## src/rtl/icw_pkg.sv

```systemverilog
package icw_pkg;

    localparam int DATA_W = 32;
    localparam int LANES  = DATA_W / 8;

    typedef enum logic [1:0] {
        SZ_BYTE = 2'd0,
        SZ_HALF = 2'd1,
        SZ_WORD = 2'd2,
        SZ_RSVD = 2'd3
    } size_e;

    typedef enum logic [1:0] {
        RG_NONE,
        RG_ADDR,
        RG_CFG,
        RG_IO
    } region_e;

    typedef enum logic [1:0] {
        ST_IDLE,
        ST_BUS,
        ST_DONE
    } state_e;

    typedef struct packed {
        logic              io;
        logic              we;
        logic [DATA_W-1:0] addr;
        logic [LANES-1:0]  be;
        logic [DATA_W-1:0] wdata;
    } dn_cmd_t;

    function automatic logic [LANES-1:0] lane_enables(size_e sz, logic [1:0] lo);
        case (sz)
            SZ_BYTE: lane_enables = LANES'(1) << lo;
            SZ_HALF: lane_enables = lo[1] ? 4'b1100 : 4'b0011;
            default: lane_enables = 4'b1111;
        endcase
    endfunction

    function automatic logic [DATA_W-1:0] lane_mask(logic [LANES-1:0] be);
        for (int i = 0; i < LANES; i++) begin
            lane_mask[i*8 +: 8] = {8{be[i]}};
        end
    endfunction

endpackage

```

## src/rtl/icw_decode.sv

```systemverilog
module icw_decode
    import icw_pkg::*;
#(
    parameter int             AW       = 12,
    parameter logic [AW-1:0]  ADDR_OFF = 12'h064,
    parameter logic [AW-1:0]  CFG_OFF  = 12'h068,
    parameter logic [AW-1:0]  IO_OFF   = 12'h06C
) (
    input  logic [AW-1:0]    addr,
    input  logic [1:0]       size,
    output region_e          region,
    output logic [LANES-1:0] be
);
    always_comb begin
        if (addr[AW-1:2] == ADDR_OFF[AW-1:2])      region = RG_ADDR;
        else if (addr[AW-1:2] == CFG_OFF[AW-1:2])  region = RG_CFG;
        else if (addr[AW-1:2] == IO_OFF[AW-1:2])   region = RG_IO;
        else                                       region = RG_NONE;
    end

    assign be = lane_enables(size_e'(size), addr[1:0]);
endmodule

```

## src/rtl/icw_timer.sv

```systemverilog
module icw_timer #(
    parameter int LIMIT = 16
) (
    input  logic clk,
    input  logic rst,
    input  logic run,
    output logic expire
);
    localparam int CW = (LIMIT > 1) ? $clog2(LIMIT) : 1;

    logic [CW-1:0] cnt;

    always_ff @(posedge clk) begin
        if (rst || !run) cnt <= '0;
        else             cnt <= cnt + CW'(1);
    end

    assign expire = run && (cnt == CW'(LIMIT - 1));
endmodule

```

## src/rtl/icw_window.sv

```systemverilog
module icw_window
    import icw_pkg::*;
#(
    parameter int            AW       = 12,
    parameter logic [AW-1:0] ADDR_OFF = 12'h064,
    parameter logic [AW-1:0] CFG_OFF  = 12'h068,
    parameter logic [AW-1:0] IO_OFF   = 12'h06C,
    parameter int            TIMEOUT  = 16
) (
    input  logic          clk,
    input  logic          rst,
    input  logic          host_req,
    input  logic          host_we,
    input  logic [AW-1:0] host_addr,
    input  logic [1:0]    host_size,
    input  logic [31:0]   host_wdata,
    output logic [31:0]   host_rdata,
    output logic          host_ready,
    output logic          host_err,
    output logic          dn_req,
    output logic          dn_io,
    output logic          dn_we,
    output logic [31:0]   dn_addr,
    output logic [3:0]    dn_be,
    output logic [31:0]   dn_wdata,
    input  logic [31:0]   dn_rdata,
    input  logic          dn_ack
);
    state_e            st;
    region_e           region;
    logic [LANES-1:0]  be_dec;
    logic [DATA_W-1:0] token;
    logic [DATA_W-1:0] rdata_q;
    logic              err_q;
    logic              expire;
    dn_cmd_t           cmd;

    icw_decode #(
        .AW(AW), .ADDR_OFF(ADDR_OFF), .CFG_OFF(CFG_OFF), .IO_OFF(IO_OFF)
    ) u_decode (
        .addr   (host_addr),
        .size   (host_size),
        .region (region),
        .be     (be_dec)
    );

    icw_timer #(.LIMIT(TIMEOUT)) u_timer (
        .clk    (clk),
        .rst    (rst),
        .run    (st == ST_BUS),
        .expire (expire)
    );

    always_ff @(posedge clk) begin
        if (rst) begin
            st      <= ST_IDLE;
            token   <= '0;
            rdata_q <= '0;
            err_q   <= 1'b0;
            cmd     <= '0;
        end else begin
            case (st)
                ST_IDLE: if (host_req) begin
                    case (region)
                        RG_ADDR: begin
                            if (host_we) token <= host_wdata;
                            rdata_q <= host_we ? '0 : token;
                            st      <= ST_DONE;
                        end
                        RG_CFG, RG_IO: begin
                            cmd.io    <= (region == RG_IO);
                            cmd.we    <= host_we;
                            cmd.addr  <= (region == RG_IO)
                                         ? {16'h0000, token[15:2], 2'b00}
                                         : {8'h00, token[23:2], 2'b00};
                            cmd.be    <= be_dec;
                            cmd.wdata <= host_wdata;
                            st        <= ST_BUS;
                        end
                        default: begin
                            rdata_q <= '0;
                            st      <= ST_DONE;
                        end
                    endcase
                end
                ST_BUS: begin
                    if (dn_ack) begin
                        rdata_q <= cmd.we ? '0 : (dn_rdata & lane_mask(cmd.be));
                        err_q   <= 1'b0;
                        st      <= ST_DONE;
                    end else if (expire) begin
                        rdata_q <= cmd.we ? '0 : '1;
                        err_q   <= 1'b1;
                        st      <= ST_DONE;
                    end
                end
                default: st <= ST_IDLE;
            endcase
        end
    end

    assign host_ready = (st == ST_DONE);
    assign host_rdata = rdata_q;
    assign host_err   = err_q;
    assign dn_req     = (st == ST_BUS);
    assign dn_io      = cmd.io;
    assign dn_we      = cmd.we;
    assign dn_addr    = cmd.addr;
    assign dn_be      = cmd.be;
    assign dn_wdata   = cmd.wdata;
endmodule

```

## config.mk

```make
export PLATFORM = sky130hd
export DESIGN_NAME = icw_window
export DESIGN_NICKNAME = d
export VERILOG_FILES = /design/src/rtl/icw_pkg.sv /design/src/rtl/icw_decode.sv /design/src/rtl/icw_timer.sv /design/src/rtl/icw_window.sv
export SDC_FILE = /design/constraint.sdc
export NUM_CORES = 1
export LEC_CHECK = 0
export BUFFER_PORTS_ARGS = -buffer_cell sky130_fd_sc_hd__buf_2
export CAP_MARGIN = 40
export CORE_ASPECT_RATIO = 0.75
export CORE_UTILIZATION = 50
export CTS_BUF_LIST = sky130_fd_sc_hd__clkbuf_16
export CTS_CLUSTER_SIZE = 16
export DETAILED_ROUTE_END_ITERATION = 12
export HOLD_SLACK_MARGIN = 0.12
export PLACE_DENSITY_LB_ADDON = 0.1
export SYNTH_ARGS = -nofsm -noshare
export SYNTH_HDL_FRONTEND = slang
export SYNTH_SLANG_ARGS = --single-unit
```

## constraint.sdc

```tcl
create_clock -name clk -period 2.4 [get_ports clk]
set_clock_uncertainty 0.15 [all_clocks]
set_input_delay 0.24 -clock clk [delete_from_list [all_inputs] [get_ports clk]]
set_output_delay 0.24 -clock clk [all_outputs]
set_load 0.01 [all_outputs]
```

Word level (Yosys, flattened, before mapping)
Index checks and enable logic that the tools add are counted.

Register bits: 141. Word-level logic and storage cells: 60.

Shift-type cells: 1. Equality and inequality tests: 13. Bitwise logic cells: 1. Reductions and logical operators: 13. Add/sub/neg operators: 1. Mux-type cells: 21.

Operators by type and width (number): two-way mux 32 bit (6); one-hot mux 32 bit (2 select lines) (2); AND 32 bit (1); == test 10 x 5 -> 1 bit (second input constant) (3); two-way mux 24 bit (1); two-way mux 2 bit (7); one-hot mux 4 bit (2 select lines) (1); AND reduction 4 bit (2); == test 2 x 1 -> 1 bit (second input constant) (3); == test 2 bit (second input constant) (3); adder 4 x 1 -> 4 bit (second input constant) (1); == test 4 bit (second input constant) (1); zero test 2 bit (2); two-way mux 4 bit (1); != test 2 bit (second input constant) (2); one-hot mux 2 bit (2 select lines) (1); AND reduction 2 bit (2); nonzero test 2 bit (2); << shifter 1 x 2 -> 4 bit (first input constant) (1); != test 3 bit (second input constant) (1); AND reduction 3 bit (1); two-way mux 1 bit (2); OR reduction 2 bit (1); logical AND 1 bit (1); other kinds (2) (2).

Logic depth before layout (Yosys ltp)
Depth after elaboration: 9. Mapped depth: 7. Gate-level depth less buffers: 5.

Cells and area by module
A second synthesis with hierarchy kept.

Cells, all modules: 696. Area total of the unflattened synthesis: 5629.1 µm².

Modules (own cells, without submodules): icw_window (times used 1, cells each 667, area each 5382.7 µm²); icw_timer (times used 1, cells each 16, area each 165.2 µm²); icw_decode (times used 1, cells each 13, area each 81.3 µm²).

Least setup slack after synthesis
OpenSTA, ideal clock, no wires.

Kind: register -> register. From: reg u_timer.cnt[0]. To: reg rdata_q[13] (netlist: host_rdata[13]). Stages on the path, launching flop included: 8. Data arrival time: 1.554 ns. Data required time: 2.169 ns. Slack: 0.615 ns. Cells stage by stage: dfxtp_1 > ha_1 > and3_1 > o31a_1 > and2_1 > buf_6 > buf_6 > a211oi_2.

Longest elaborated chain between the ends: 4.

Ends and longest elaborated chain: start: declaration (RTL line icw_timer.sv:11) `logic [CW-1:0] cnt;`; start signal: assignment (RTL line icw_timer.sv:15) `else cnt <= cnt + CW'(1);`; == test 4 bit (RTL line icw_timer.sv:18) `assign expire = run && (cnt == CW'(LIMIT - 1));`; logical AND 1 bit (RTL line icw_timer.sv:18); != test 3 bit (no line); AND reduction 4 bit (no line); end signal: assignment (RTL line icw_window.sv:67) `rdata_q <= host_we ? '0 : token;`; end signal: assignment (RTL line icw_window.sv:88) `rdata_q <= cmd.we ? '0 : (dn_rdata & lane_mask(cmd.be));`; end signal: assignment (RTL line icw_window.sv:92) `rdata_q <= cmd.we ? '0 : '1;`; end: declaration (RTL line icw_window.sv:33) `logic [DATA_W-1:0] rdata_q;`.

No other way between the ends. A chain may end at the register's enable or synchronous reset.

Final worst setup path
From: reg st[0]. To: reg cmd (netlist bit dn_be[1]).

Longest elaborated chain between the ends: 2.

Ends and longest elaborated chain: start: declaration (RTL line icw_window.sv:29) `state_e st;`; start signal: assignment (RTL line icw_window.sv:56) `st <= ST_IDLE;`; start signal: assignment (RTL line icw_window.sv:68) `st <= ST_DONE;`; start signal: assignment (RTL line icw_window.sv:78) `st <= ST_BUS;`; zero test 2 bit (RTL line icw_window.sv:62) `case (st)`; AND reduction 3 bit (no line); end: declaration (RTL line icw_window.sv:36) `dn_cmd_t cmd;`.

No other way between the ends.

==> flow_metrics.tcl <==
set metrics [dict create \
    status "completed" \
    synth_edf_count 0 \
    clk_pin_slew_ns 0.06 \
    synth_area_leaders "dfxtp_1 48%, a21oi_1 17%, nand2_1 14%, a211oi_2 6.9%, clkbuf_1 2.7%" \
    cap_viol_max_count 0 \
    dieWidth_um 123 \
    critical_path_required_ns 2.51 \
    slew_viol_final 0 \
    wl_mm 16.2 \
    first_global_vias 5094 \
    num_vias 5561 \
    p_leak_nw 2.95 \
    tritoncts "yes" \
    grt_pass1_wl_mm 25.5 \
    diodes 0 \
    async_flop_share 0 \
    synth-main-ff-cell "dfxtp_1" \
    dp_hpwl_mm 10.4 \
    critical-path-slowest-cell "dlygate4sd3_1" \
    multi_input_area_um2 2510 \
    area_growth_pct 34.7 \
    nNetsFinal 956 \
    crit_chain "nor3b_1, nand4_1, buf_4, nor3_1, dlygate4sd3_1, nor3_1" \
    grt_setup_unrepaired "no" \
    arrival_ns 2.27 \
    htreeDepth 4 \
    path_common_cell "nor3_1" \
    port_buffers 177 \
    critPathTopFamily "buffers and inverters" \
    finalPower_mw 5.10 \
    cts_root_buffer "clkbuf_16" \
    drt_first_pass_iters 5 \
    grt_usage 0.291 \
    p_per_area_nw_per_um2 693 \
    tns_ns 0 \
    drt_iter0_markers 477 \
    crit_path_start_kind "register" \
    cp_slowest_stage_delay_ns 0.57 \
    synth_cells 679 \
    min_period_over_period 0.901 \
    fillers 855 \
    path_class "reg -> reg" \
    register_area_um2 2620 \
    synth.yosys.seq_area_share 0.480 \
    viasPerCell 5.45 \
    clock_sinks 131 \
    avgSynthCellArea_um2 8.05 \
    num_rows 32 \
    antenna_found_initial 0 \
    die_area_um2 11400 \
    synth-seq-cells 131 \
    ys_types 33 \
    dp_slack_ns 0.297 \
    ir_drop_v 0.000563 \
    postLayoutSetupSlackWorst_ns 0.239 \
    hold_viol 0 \
    crit_fanout 6 \
    hold_path_class "in -> reg" \
    rrSetupSlack_ns 0.24 \
    wl_per_cell_um 15.9 \
    synth_area_um2 5470 \
    yosys.area.top_type "dfxtp_1" \
    drive_above_1_share 0.295 \
    finalWeightedCongestion 0.834 \
    hold-worst-slack_ns 0.157 \
    pin_count 188 \
    cts_max_path_buffers 2 \
    synth_top_area_frac 0.480 \
    die_h_um 92.6 \
    min_period_ns 2.16 \
    tightest_slew_ns 0.745 \
    grt_remaining_overflow 0 \
    coreArea_um2 10500 \
    slew_headroom 0.504 \
    fmax_mhz 463 \
    ys_warn_count 0 \
    crit_buf_inv 2 \
    yosysMostFrequentCell "nand2_1" \
    setup_violations 0 \
    worstSetupEndpointType "register" \
    numCtsBuffers 17 \
    clk_latency_ns 0.41 \
    drc_errors 0 \
    drtAntennaViolNets 0 \
    grt_max_degree 132 \
    synth_common_cells "199 x nand2_1, 187 x a21oi_1, 131 x dfxtp_1" \
    initial_core_util 0.523 \
]
-- cells in the final DEF, fill, tap and decap left out, types with 2 or more instances in the layout --
master	netlist	routed
nand4_1	2	2
a211oi_2	30	30
clkinv_1	0	3
nand3_1	2	2
nor2_1	8	8
nor2b_1	2	2
nand2b_1	2	2
clkinv_2	0	2
buf_2	18	176
nor3_1	8	8
nor3b_1	3	3
a21oi_1	187	187
nand2_1	199	199
clkinvlp_4	0	7
and4_1	3	2
inv_1	2	2
bufinv_16	0	2
a211oi_1	5	5
nor4b_4	2	2
clkbuf_16	0	17
conb_1	1	10
dfxtp_1	131	131
nand3b_1	8	8
dlygate4sd3_1	0	43
buf_4	10	17
-- where the power goes --
group	internal [mW]	switching (mW)	leakage [nW]	total, mW
logic	0.181	0.208	1.63	0.389
registers	2.21	0.0228	1.06	2.23
clock network	1.51	0.969	0.255	2.48
total	3.90	1.20	2.95	5.10
-- cell families after synthesis --
family                     synth area share
AOI/OAI and AO/OA                     0.250
xor gates and xnor gates            0.00320
adders and majority gates           0.00229
buffers and inverters                0.0680
DFF                                   0.480
other                              0.000686
and+or+nand+nor                       0.196
-- path summary, 6_finish.rpt --
check | depth (start not counted) | end | start
min | 5 | host_rdata[19] | dn_rdata[19]
min reg2reg | 2 | dn_wdata[11] | dn_wdata[11]
max | 6 | dn_be[1] | st[0]
max reg2reg | 6 | dn_be[1] | st[0]
-- flip-flops by register name (all words and copies together), names as in the netlist --
signal,count
dn_be,4
host_rdata,32
dn_addr,22
host_err,1
token,32
st,2
u_timer.cnt,4
dn_wdata,32
dn_we,1
dn_io,1
-- worst min-delay path, delay by kind of cell --
family          cells  cell delay, ns
simple gates        1            0.05
compound gates      3            0.28
buf+inv             1            0.10
-- area by class of cell --
class	count	area share
well taps	136	0.0231
repair buffers	238	0.202
clock buffers	17	0.0578
inverters	2	0.00102
flip-flops and latches	131	0.356
clock inverters	15	0.0194
multi-input cells	482	0.341
-- per-layer routing --
metal / up-vias / wire length (um) / global-route usage
met5: - / 0 / 0
met4: 0 / 312 / 0.114
met3: 27 / 1400 / 0.0739
met2: 276 / 7400 / 0.449
met1: 2582 / 7130 / 0.388
li1: 2676 / - / -
-- per-stage QoR --
stage | cells | utilization | area, um2
after floorplan | 688 | - | 5500
after global placement | 942 | 0.604 | 6320
after detailed placement | 943 | 0.607 | 6340
after CTS | 1018 | 0.703 | 7340
after global routing | 1021 | 0.705 | 7360
final | 1021 | 0.705 | 7360
-- timing repair --
action,CTS,global route
hold buffers,43,0
setup buffers,0,3
endpoints found under the setup margin,0,1
hold endpoints to repair,79,0
gates resized for setup,0,0
Note: power is estimated with default switching activity, not from simulation.
